## src/rtl/csym_pkg.sv

```systemverilog
package csym_pkg;
  localparam int NUM_ERR     = 4;
  localparam int ERR_CORRUPT = 0;
  localparam int ERR_SPAR    = 1;
  localparam int ERR_UNSOL   = 2;
  localparam int ERR_BADID   = 3;

  localparam int TYPE_W = 3;
  localparam logic [TYPE_W-1:0] KIND_ACCEPT = 3'd0;
  localparam logic [TYPE_W-1:0] KIND_RETRY  = 3'd1;
  localparam logic [TYPE_W-1:0] KIND_NACK   = 3'd2;
endpackage

```

## src/rtl/csym_word_decode.sv

```systemverilog
module csym_word_decode
  import csym_pkg::*;
#(
  parameter int SYM_W = 16,
  parameter int ID_W  = 3
) (
  input  logic               valid,
  input  logic [2*SYM_W-1:0] word,
  output logic               corrupt,
  output logic               spar,
  output logic               is_ack,
  output logic [ID_W-1:0]    ack_id
);
  localparam int S_POS  = SYM_W - 1;
  localparam int P_POS  = SYM_W - 2;
  localparam int TY_HI  = SYM_W - 3;
  localparam int TY_LO  = SYM_W - 2 - TYPE_W;
  localparam int ID_HI  = TY_LO - 1;
  localparam int ID_LO  = TY_LO - ID_W;

  logic [SYM_W-1:0]  t_half;
  logic [SYM_W-1:0]  c_half;
  logic              halves_ok;
  logic              s_bit;
  logic              p_bit;
  logic              ctl_ok;
  logic [TYPE_W-1:0] kind;

  assign t_half    = word[2*SYM_W-1:SYM_W];
  assign c_half    = word[SYM_W-1:0];
  assign halves_ok = ((t_half ^ c_half) == {SYM_W{1'b1}});
  assign s_bit     = t_half[S_POS];
  assign p_bit     = t_half[P_POS];
  assign kind      = t_half[TY_HI:TY_LO];
  assign ack_id    = t_half[ID_HI:ID_LO];

  always_comb begin
    corrupt = 1'b0;
    spar    = 1'b0;
    ctl_ok  = 1'b0;
    if (valid) begin
      if (!halves_ok) begin
        corrupt = 1'b1;
      end else if (!s_bit && !p_bit) begin
        corrupt = 1'b1;           // marker unreadable: neither symbol nor packet
      end else if (s_bit && p_bit) begin
        spar = 1'b1;
      end else if (s_bit) begin
        ctl_ok = 1'b1;
      end
    end
  end

  assign is_ack = ctl_ok &&
                  (kind == KIND_ACCEPT || kind == KIND_RETRY || kind == KIND_NACK);
endmodule

```

## config.mk

```make
export PLATFORM = sky130hd
export DESIGN_NAME = csym_word_decode
export DESIGN_NICKNAME = d
export VERILOG_FILES = /design/src/rtl/csym_pkg.sv /design/src/rtl/csym_word_decode.sv
export SDC_FILE = /design/constraint.sdc
export NUM_CORES = 1
export LEC_CHECK = 0
export BUFFER_PORTS_ARGS = -buffer_cell sky130_fd_sc_hd__buf_2
export CAP_MARGIN = 20
export CORE_AREA = 4 4 41 43
export DETAILED_ROUTE_END_ITERATION = 7
export DIE_AREA = 0 0 45 47
export PLACE_DENSITY = 0.59
export SLEW_MARGIN = 20
export SYNTH_ARGS = -nofsm -noshare
export SYNTH_HDL_FRONTEND = slang
export SYNTH_SLANG_ARGS = --single-unit
```

## constraint.sdc

```tcl
create_clock -name vclk -period 2.6
set_input_delay 0.26 -clock vclk [all_inputs]
set_output_delay 0.26 -clock vclk [all_outputs]
set_load 0.02 [all_outputs]
```

==> flow_metrics.py <==
metrics = {
    "power": {
        "ir_drop_uv": 40.2,
        "total_power_mw": 0.0659,
        "p_leak_nw": 0.207,
        "p_per_area_nw_per_um2": 155,
    },
    "placed_design": {
        "numPortBuffers": 39,
        "place_inst": 82,
        "place_congestion": 0.569,
        "placed_area_sq_um": 424,
    },
    "worst_setup_path": {
        "cp-end-kind": "primary output",
        "setup.worst_path.class": "in2out",
        "crit_fanout": 3,
        "cp.required_ns": 2.34,
        "crit_top_cell": "buf_2",
        "crit_chain": "buf_2 > xnor2_1 > nor4_1 > nand4_1 > nor3_1 > buf_2",
        "crit_path_max_incr_delay_ns": 0.34,
        "startpoint_type": "input pin",
        "cpMaxStageDelayCell": "nor4_1",
        "worstPathArrival_ns": 1.42,
    },
    "finish": {
        "layout_common_cells": "buf_2, xnor2_1, nor4_1",
        "antenna_cells": 0,
        "fillerInstances": 149,
        "syn_to_final_growth_pct": 82.3,
        "clockBufferCount": 0,
        "fin_cells": 82,
        "layout.nets": 102,
        "flops_and_latches": 0,
        "seq_area_sq_um": 0,
        "layout_commonest_cell": "buf_2",
        "drive_above_1_share_pct": 59.7,
        "final_area_sq_um": 424,
    },
    "timing": {
        "finalCritPeriodShare_pct": 64.6,
        "hold_slack_ns": 0.765,
        "timing.final.crit_period_ns": 1.68,
        "rsz0062_at_grt": "no",
        "slew_headroom_pct": 78.9,
        "setup_violations": 0,
        "hold_viol": 0,
        "setup_tns_ns": 0,
        "max_freq_mhz": 595,
        "maxSlewViolCount": 0,
        "worst_pin_slew_ns": 0.314,
    },
    "global_route": {
        "first_global_vias": 290,
        "grt-ovfl-total": 0,
        "grt_pass1_wl_um": 1100,
        "grt_max_degree": 5,
        "grtUsageTotal_pct": 6.53,
        "antenna_found_initial": 0,
    },
    "floorplanning": {
        "die_h_um": 47,
        "ios": 39,
        "start_util_pct": 17.9,
        "die_area_sq_um": 2120,
        "dieWidth_um": 45,
        "row_count": 13,
        "core_area_sq_um": 1300,
    },
    "status": {
        "status": "complete, no violations",
    },
    "yosys": {
        "ys_types": 10,
        "synthCells": 31,
        "synth.yosys.seq_area_share_pct": 0,
        "synth.area.mux_share_pct": 0,
        "synthXorXnorAreaFrac_pct": 60.2,
        "synth_nets": 64,
        "ys_warn_count": 0,
        "synth_area_sq_um": 233,
        "synth_compound_area_share_pct": 7.53,
        "synth_area_leaders": "xnor2_1, nor4_1, buf_4, a211o_2, nor3_1",
        "synth_area_leader_cell": "xnor2_1",
        "synth.top_cell.area_share_pct": 60.2,
        "synthAdderAreaFrac_pct": 0,
        "synth_simple_gate_area_share_pct": 21.0,
        "avgSynthCellArea_sq_um": 7.51,
        "synth_top_family_by_area": "XOR/XNOR gates",
    },
    "detailed_routing": {
        "vias": 345,
        "first_pass_iters": 3,
        "ant_nets": 0,
        "avgRoutedWirePerCell_um": 9.23,
        "post-route-drc-count": 0,
        "finalWirelength_um": 757,
        "drt_iter0_drc": 1,
        "viasPerCell": 4.21,
    },
    "clocking": {
        "post_cts_buffers": 0,
        "ctsResizeCount": 0,
        "cts_hold_buf": 0,
    },
    "run": {
        "cap_violations": 0,
    },
    "worst_hold_path": {
        "hp-class": "in2out",
    },
}
-- cells in the mapped netlist --
| master | n |
|---|---|
| a211o_2 | 1 |
| buf_4 | 3 |
| inv_1 | 1 |
| nand2_1 | 1 |
| nand4_1 | 1 |
| nor2_1 | 1 |
| nor3_1 | 2 |
| nor4_1 | 4 |
| o21a_1 | 1 |
| xnor2_1 | 16 |
-- path summary, 6_finish.rpt --
path,from,to,slack [ns],cells past startpoint
worst max-delay path,word[24],spar,0.92,6
worst min-delay path,word[26],ack_id[2],0.76,2
-- per-stage QoR --
stage | utilization, % | setup slack (ns)
4_1_cts | 32.6 | 0.876
3_5_place_dp | 32.6 | 0.878
5_1_grt | 32.6 | 0.717
2_1_floorplan | - | 1.03
6_report | 32.6 | 0.920
3_3_place_gp | 32.6 | 0.913
-- cells by family (layout without fill, tap and decap cells) --
kind of cell / after synthesis / in the layout
buffers and inverters: 4 / 40
XOR/XNOR: 16 / 16
AND/OR/NAND/NOR: 9 / 9
AO/OA/AOI/OAI: 2 / 2
-- report_power, final --
| group | switching (mW) | internal [mW] | leakage [nW] | total [mW] |
|---|---|---|---|---|
| sequential | 0 | 0 | 0 | 0 |
| combinational | 0.0271 | 0.0388 | 0.207 | 0.0659 |
| clock | 0 | 0 | 0 | 0 |
| total | 0.0271 | 0.0388 | 0.207 | 0.0659 |
-- per-layer routing --
| metal | GRT usage [%] | part of all wire, % |
|---|---|---|
| met1 | 7.19 | 35 |
| met2 | 14.1 | 48 |
| met3 | 0.383 | 17 |
| met4 | 0 | 0 |
| met5 | 0 | 0 |
-- worst max-delay path, delay by kind of cell --
| kind | cells | cell delay, ns |
|---|---|---|
| simple gates | 3 | 0.75 |
| xor+xnor | 1 | 0.11 |
| buf+inv | 2 | 0.30 |
-- final cells by class --
class | instances | area, sq um | share of cell area, %
inverters | 1 | 3.75 | 0.885
multi-input cells | 27 | 206 | 48.7
repair buffers | 39 | 195 | 46.0
well taps | 15 | 18.8 | 4.42
No activity file was read; power rests on OpenSTA's default activity.
